**config.mk**
```make
export PLATFORM = sky130hd
export DESIGN_NAME = pg_indicator
export DESIGN_NICKNAME = d
export VERILOG_FILES = /design/src/rtl/pg_indicator.sv
export SDC_FILE = /design/constraint.sdc
export NUM_CORES = 1
export LEC_CHECK = 0
export BUFFER_PORTS_ARGS = -buffer_cell sky130_fd_sc_hd__buf_2
export CAP_MARGIN = 15
export CORE_MARGIN = 10
export CORE_UTILIZATION = 50
export CTS_CLUSTER_SIZE = 25
export DETAILED_ROUTE_END_ITERATION = 10
export PLACE_DENSITY_LB_ADDON = 0.2
export REMOVE_ABC_BUFFERS = 1
export SYNTH_ARGS = -nofsm -noshare
export SYNTH_HDL_FRONTEND = slang
export SYNTH_SLANG_ARGS = --single-unit
export TNS_END_PERCENT = 20
```
**constraint.sdc**
```tcl
create_clock -name clk -period 2.4 [get_ports clk]
set_clock_uncertainty 0.15 [all_clocks]
set_input_delay 0.24 -clock clk [delete_from_list [all_inputs] [get_ports clk]]
set_output_delay 0.24 -clock clk [all_outputs]
set_load 0.05 [all_outputs]
```
**src/rtl/pg_indicator.sv**
```systemverilog
module pg_indicator #(
  parameter int HOLD_CYCLES = 256
) (
  input  logic clk,
  input  logic rst_n,
  input  logic supply_ok_i,
  input  logic enable_i,
  input  logic thermal_trip_i,
  input  logic in_window_i,
  input  logic transition_i,
  output logic pg_pulldown_o,
  output logic pg_status_o
);
  localparam int CW = $clog2(HOLD_CYCLES + 1);
  localparam logic [CW-1:0] HOLD_MAX = CW'(HOLD_CYCLES);

  logic [4:0] sync1, sync2;
  logic s_sup, s_en, s_th, s_win, s_tr;
  logic armed;
  logic [CW-1:0] cnt;
  logic bad, done;

  always_ff @(posedge clk or negedge rst_n) begin
    if (!rst_n) begin
      sync1 <= '0;
      sync2 <= '0;
    end else begin
      sync1 <= {supply_ok_i, enable_i, thermal_trip_i, in_window_i, transition_i};
      sync2 <= sync1;
    end
  end

  assign {s_sup, s_en, s_th, s_win, s_tr} = sync2;

  assign bad  = !s_en || s_th || !s_win || s_tr;
  assign done = (cnt == HOLD_MAX);

  always_ff @(posedge clk or negedge rst_n) begin
    if (!rst_n)          armed <= 1'b0;
    else if (!s_sup)     armed <= 1'b0;
    else if (s_en)       armed <= 1'b1;
  end

  always_ff @(posedge clk or negedge rst_n) begin
    if (!rst_n)               cnt <= '0;
    else if (!s_sup || bad)   cnt <= '0;
    else if (!done)           cnt <= cnt + 1'b1;
  end

  assign pg_pulldown_o = s_sup && (armed || s_en) && (bad || !done);

  always_ff @(posedge clk or negedge rst_n) begin
    if (!rst_n) pg_status_o <= 1'b0;
    else        pg_status_o <= s_sup && !pg_pulldown_o;
  end
endmodule


```
==> Word level (Yosys, flattened, before mapping) <==
Cells that the tools add are included.
{ "totals": {"register_bits": 21, "input_bits": 7, "out_inout_bits": 2, "wordCells": 27} }
{ "classes": {"add_sub_neg": 1, "n_eq_ne": 3, "mux": 4, "n_reduce_logical": 14} }
{ "ops": {"columns": ["op", "count"], "rows": [
  ["$mux 9", 2],
  ["$add 9x1->9 const B", 1],
  ["$eq 9x9->1 const B", 1],
  ["$logic_or 1x1->1", 6],
  ["$logic_not 1->1", 5],
  ["$logic_and 1x1->1", 3],
  ["$mux 1", 2],
  ["$ne 2x1->1 const B", 1],
  ["$ne 2x2->1 const B", 1]
]} }

==> Depth between registers and ports, before layout <==
Gate-level depths: netlist (run 1).
{ "logic_depth": {"word_depth": 8, "depth_mapped": 5, "mapped_depth_nobuf": 5} }

==> Least setup slack after synthesis (run 1) <==
No wires, ideal clock.
{ "synth_path": {"kind": "reg-to-output", "startpoint": "register cnt[0]", "endpoint": "output port pg_pulldown_o", "t_arrival_ps": 1731, "required_ps": 2010, "setup_slack_ps": 279, "path_stages_with_launch": 5, "path_cell_list": "dfrtp_1 > inv_1 > ha_1 > nor4bb_1 > a31oi_1"} }
{ "synth_via": {"elab_chain_len": 4} }
{ "synth_lines": {"columns": ["item", "line_no", "rtl"], "rows": [
  ["start, declared", "20", "logic [CW-1:0] cnt;"],
  ["start signal, assigned", "47", "else if (!done) cnt <= cnt + 1'b1;"],
  ["$eq 9x9->1", "36", "assign done = (cnt == HOLD_MAX);"],
  ["$logic_not 1->1", "50", "assign pg_pulldown_o = s_sup && (armed || s_en) && (bad || !done);"],
  ["$logic_or 1x1->1", "50", null],
  ["$logic_and 1x1->1", "50", null],
  ["end, declared", "11", "output logic pg_pulldown_o,"]
]} }
Every way passes these cells.

==> Worst setup path after layout (run 1) <==
Same ends and word-level chain as after synthesis.

==> metrics.md, run 1 <==
| Metric | Value |
|---|---|
| Clock Sinks | 21 |
| Status | completed |
| Diode count | 0 |
| DRC viols | 0 |
| WP data required | 2.01 ns |
| Area leader, netlist | dfrtp_1 |
| Gpl congestion | ~0.83 |
| Final period utilization | roughly 92% |
| Area share of the largest cell type after synthesis | between 60% and 70% |
| Fin crit period | between 2 and 2.5 ns |
| Placed cells | 93 |
| Remaining antenna violation count | 0 |
| Chip width | 61.0 um |
| Pwr dens | ~580 nW/um2 |
| Crit. End Element | primary output |
| Startpoint Class | flip-flop |
| Number of synthesized register bits | 21 |
| Hold slack | approximately 0.21 ns |
| Count of cell types in the netlist | 23 |
| Sequential area share after synthesis | roughly 62% |
| Initial core utilization | between 50 and 60% |
| Setup TNS | 0 ns |
| Setup ws final | roughly 0.20 ns |
| Count leader, synth | dfrtp_1 |
| Fin util | 64.6% |
| Clock latency on the worst-skew pair | 0.30 ns |
| Placed Area | 902 um2 |
| Core area | around 1500 um2 |
| Vias in the first global route | approximately 580 |
| DRT Wirelength | 1540 um |
| DIE AREA | around 3700 um2 |
| Synth warnings | 0 |
| IO buf count | 8 |
| Worst Tran Pin Value | 0.550 ns |
| Ys flop type | dfrtp_1 |
| Dpl hpwl | between 1000 and 1500 um |
| DR vias | 600 |
| CTS Buffer Depth | 2 |
| 1st-iter DRT viols | 6 |
| Chip height | 61.0 um |
| Clock-pin slew on the worst setup and hold paths | around 0.12 ns |
| Drt wl/cell | around 15 um |
| Initial antenna violation count | 0 |
| Final setup violating endpoints | 0 |
| LEAKAGE | 0.424 nW |
| Ys async rst share | between 90% and 100% |
| Wire length of the first global-routing pass | approximately 2600 um |
| Ports | 9 |
| Post-synth EDFFs | 0 |
| TritonCTS clock tree | built |
| Depth of the CTS H-tree | 1 |
| Count of pins over their slew limit | 0 |
| First-pass DRT Iterations | 4 |
| Hold Path Class | flip-flop to flip-flop |
| RSZ-0062 raised after global routing | false |
| All-Layer GR Usage | ~9.2% |
| Share of layout cells above drive strength 1 | ~21% |
| Fin. Hold Viols | 0 |
| Syn Std Cell Area | roughly 840 um2 |
| GRT overflow | 0 |
| Maxcap violations | 0 |
| Area Overhead vs Synth | 18.3% |
| Kind of critical path | flip-flop to primary output |
| Most frequent cells after synthesis | 21 x dfrtp_1, 7 x a21oi_1, 7 x o21ai_0 |
| Synth Area per Inst | approximately 12 um2 |
| Largest net degree at the start of global routing | 22 |
| CTS root buf | clkbuf_4 |
| Pre-CTS setup slack | 0.479 ns |
| Slew HR | a little over three fifths |
| Total power | approximately 0.58 mW |
| Number of vias per cell | roughly 5.8 |
| Row cnt | 14 |
| WP data arrival | about 1.8 ns |
| Peak VDD IR | 0.493 mV |
| Fmax | approximately 450 MHz |
| Cells after Synth | between 60 and 70 |
| Critical-path maximum fanout | 5 |
| Num CTS Buffers | 3 |
| Nets | 97 |
| Largest cells by area after synthesis | dfrtp_1 62%, a21oi_1 4.2%, o21ai_0 4.2% |
| Fin cells | 103 |
| Design area | approximately 1000 um2 |
worst max-delay path, cell delays in order (launching register included):
cell	delay, ns
dfrtp_1	0.44
inv_1	0.09
ha_1	0.20
nor4bb_2	0.40
a31oi_1	0.13
buf_2	0.23
cell usage in the layout (no fill, tap or decap):
cell type / n
ha_1: 2
a31oi_1: 1
nor3_1: 2
nor2_1: 2
nor4_1: 1
o21ai_0: 7
a21oi_1: 7
or2b_1: 1
nand4bb_4: 1
dlygate4sd3_1: 6
nand2_1: 3
buf_2: 8
or3_2: 1
or4_4: 1
clkinv_2: 1
xnor2_1: 1
nand4_1: 2
inv_1: 4
o31ai_2: 1
nor4bb_2: 1
dfrtp_1: 21
clkbuf_4: 3
xor2_1: 1
or3_1: 3
nand3_1: 4
and2b_1: 1
and4bb_2: 1
cell type report:
cell class,count,area (um2)
multi-input combinational,44,308
inverter,4,15.0
tap,16,20.0
clock inverter,1,5.00
clock buffer,3,22.5
fill,118,546
timing repair buffer,14,100
sequential,21,526
sequential cells by signal (all words and copies together) (netlist names):
signal	count
pg_status_o	1
sync1	5
sync2	5
armed	1
cnt	9
worst paths after layout:
kind / startpoint / end / slack, ns / depth (start not counted)
hold reg to reg: sync1[4]$_DFF_PN0_ / sync2[4]$_DFF_PN0_ / 0.21 / 0
hold / removal: sync1[4]$_DFF_PN0_ / sync2[4]$_DFF_PN0_ / 0.21 / 0
setup reg to reg: cnt[0]$_DFFE_PN0P_ / cnt[0]$_DFFE_PN0P_ / 0.73 / 5
max in group asynchronous: rst_n / sync1[0]$_DFF_PN0_ / 1.53 / 2
setup / recovery: cnt[0]$_DFFE_PN0P_ / pg_pulldown_o / 0.20 / 5
min in group asynchronous: rst_n / cnt[6]$_DFFE_PN0P_ / 0.25 / 2
timing repair:
action | CTS | global route
setup buffers | 0 | 0
hold buffers | 6 | 0
setup endpoints to repair | 0 | 1
endpoints found under the hold margin | 26 | 0
resized for setup | 0 | 1
routing by layer:
layer | routed length, um | part of all wire [%] | vias up | global-route usage [%]
met4 | 27 | 1.8 | 0 | 3.45
met5 | 0 | 0 | - | 0
met2 | 678 | 44 | 25 | 13.0
li1 | - | - | 287 | -
met1 | 727 | 47 | 284 | 12.2
met3 | 104 | 6.8 | 4 | 3.70
cells by family after synthesis:
family | Yosys count | synth area share, %
AND/OR/NAND/NOR | 24 | 20.2
adder cells (fa/ha/maj) | 2 | 2.97
XOR/XNOR | 2 | 2.08
flip-flops | 21 | 62.4
AO/OA/AOI/OAI | 16 | 10.5
buffers and inverters | 4 | 1.78
power breakdown:
| group | total, mW | switching (mW) | internal [mW] |
|---|---|---|---|
| registers | 0.368 | 0.00385 | 0.365 |
| logic | 0.0363 | 0.0220 | 0.0143 |
| clock network | 0.172 | 0.110 | 0.0622 |
| total | 0.577 | 0.136 | 0.441 |
Note: power is estimated with default switching activity, not from simulation.
==> inputs of run 2 (changes only) <==
Settings changed: CORE_MARGIN 10 to not set.
Clock period 2.4 ns to 2.2 ns, I/O delays scaled along.
==> run 2 against run 1 <==
Against the previous run: sequential power up 9.0%; sequential share of layout area decreased by 0.46 points; global-route usage up 9.7 points; critical path type unchanged.
==> metrics.md, run 2 (synthesis results as in run 1) <==
| Metric | Value |
|---|---|
| RSZ-0062 raised after global routing | false |
| Critical-path maximum fanout | 5 |
| LEAKAGE | 0.424 nW |
| Placed Area | roughly 900 um2 |
| Kind of critical path | flip-flop to primary output |
| R2R depth | 3 |
| Clock latency on the worst-skew pair | around 0.29 ns |
| Count of pins over their slew limit | 0 |
| Hold endpoint | sync2[4]$_DFF_PN0_ |
| Top reg by flops | cnt |
| Post-CTS Repair Setup Buffers | 0 |
| Diode count | 0 |
| DRC viols | 0 |
| DIE AREA | around 1900 um2 |
| Peak VDD IR | 0.428 mV |
| Fin. Hold Viols | 0 |
| WP data arrival | around 1.7 ns |
| Maxcap violations | 0 |
| Clock power frac | approximately 29% |
| Number of cells on the worst hold path | 0 |
| Fin crit period | 2.05 ns |
| Remaining antenna violation count | 0 |
| R2R Setup Slk | slightly above 0.6 ns |
| Design area | 1000 um2 |
| Num CTS Buffers | 3 |
| All-Layer GR Usage | a little under a fifth |
| Hold Path Class | flip-flop to flip-flop |
| Max reg flops | 9 |
| Min-delay src | sync1[4]$_DFF_PN0_ |
| Sw power | 0.135 mW |
| Core area | between 1500 and 2000 um2 |
| First-pass DRT Iterations | 4 |
| GRT overflow | 0 |
| Final period utilization | 93.0% |
| DRT Wirelength | 1410 um |
| Vias in the first global route | 616 |
| Regs by FF count | cnt (9), sync1 (5), sync2 (5) |
| Gate power share | roughly 6.3% |
| TritonCTS clock tree | built |
| Worst R2R Start | cnt[5]$_DFFE_PN0P_ |
| Largest net degree at the start of global routing | 22 |
| Initial core utilization | 54.6% |
| Share of layout cells above drive strength 1 | between 20% and 30% |
| Worst r2r dst | cnt[1]$_DFFE_PN0P_ |
| Chip width | between 40 and 50 um |
| Crit. End Element | primary output |
| Depth of the CTS H-tree | 1 |
| Int Power | around 0.48 mW |
| Slew HR | 66.5% |
| Number of vias per cell | 5.81 |
| CTS root buf | clkbuf_4 |
| Clock Sinks | 21 |
| Row cnt | 14 |
| Sequential fraction of design power | between 60% and 70% |
| Worst Tran Pin Value | 0.498 ns |
| DR vias | 598 |
| Startpoint Class | flip-flop |
| 1st-iter DRT viols | 18 |
| Most common cell after layout, fill and taps aside | dfrtp_1 |
| Ports | 9 |
| CTS Buffer Depth | 2 |
| Chip height | ~43 um |
| Nets | slightly below 100 |
| Pwr dens | between 600 and 700 nW/um2 |
| Wire length of the first global-routing pass | roughly 2600 um |
| Commonest non-fill, non-tap cells in the layout | 21 x dfrtp_1, 8 x buf_2, 7 x o21ai_0, 7 x a21oi_1, 6 x dlygate4sd3_1 |
| Area Overhead vs Synth | 19.3% |
| Final setup violating endpoints | 0 |
| Fin cells | about 100 |
| Dpl hpwl | ~940 um |
| Gpl congestion | around 0.76 |
| Status | completed |
| Setup TNS | 0 ns |
| Initial antenna violation count | 0 |
| Drt wl/cell | 13.7 um |
| Switching share of total power | 22.0% |
| IO buf count | 8 |
| Fill cells | 130 |
| Clock-pin slew on the worst setup and hold paths | around 0.11 ns |
| Placed cells | 93 |
| Fmax | between 400 and 500 MHz |
| WP data required | roughly 1.8 ns |
==> run 2: cell counts in the layout (fill, tap and decap cells not counted) <==
Identical to the previous run, type by type.
==> run 2: routing by layer <==
metal	GRT usage (%)	up-vias	wire [um]
li1	-	285	-
met1	24.9	295	678
met2	31.5	16	663
met3	2.55	2	62
met4	7.88	0	6
met5	0	-	0
==> run 2: layout make-up <==
| cell class | instances | area, um2 | share of cell area (%) |
|---|---|---|---|
| repair buffers | 14 | 100 | 9.96 |
| inverters | 4 | 15.0 | 1.49 |
| multi-input cells | 44 | 317 | 31.5 |
| well taps | 16 | 20.0 | 1.99 |
| clock inverters | 1 | 5.00 | 0.498 |
| clock buffers | 3 | 22.5 | 2.24 |
| flip-flops and latches | 21 | 526 | 52.3 |
==> run 2: critical path, cell delays in order, from the launching register on <==
cell	delay [ns]
dfrtp_1	0.44
inv_1	0.10
ha_1	0.22
nor4bb_4	0.27
a31oi_1	0.12
buf_2	0.23
==> run 2: timing repair <==
item                       in CTS  in global routing
resized for setup               1                  1
hold buffers                    6                  0
hold endpoints to repair       26                  0
setup endpoints to repair       1                  1
pin swaps                       0                  1
==> run 2: worst max-delay path by stage <==
stage | from | endpoint | cells after the start
final | cnt[0]$_DFFE_PN0P_ | pg_pulldown_o | 5
after global routing | cnt[0]$_DFFE_PN0P_ | pg_pulldown_o | 5
after CTS | cnt[0]$_DFFE_PN0P_ | pg_pulldown_o | 5
after detailed placement | cnt[0]$_DFFE_PN0P_ | pg_pulldown_o | 5
after global placement | cnt[0]$_DFFE_PN0P_ | pg_pulldown_o | 5
after floorplan | cnt[0]$_DFFE_PN0P_ | pg_pulldown_o | 4
==> run 2: stage by stage <==
| step | hold slack (ns) | utilization, % | setup slack [ns] | power (mW) |
|---|---|---|---|---|
| after floorplan | -0.226 | - | 0.0995 | 0.424 |
| after global placement | 0.0460 | 58.5 | 0.346 | 0.440 |
| after detailed placement | 0.0490 | 58.5 | 0.258 | 0.441 |
| after CTS | 0.213 | 64.6 | 0.00408 | 0.627 |
| after global routing | 0.220 | 65.2 | 0.0497 | 0.638 |
| final | 0.209 | 65.2 | 0.155 | 0.616 |
==> run 2: power by group through the flow <==
stage                     combinational (mW)  sequential [mW]  clock, mW
after global placement                0.0310            0.409          0
after floorplan                       0.0111            0.413          0
after CTS                             0.0398            0.402      0.186
after global routing                  0.0439            0.403      0.191
after detailed placement              0.0318            0.409          0
final                                 0.0390            0.401      0.176
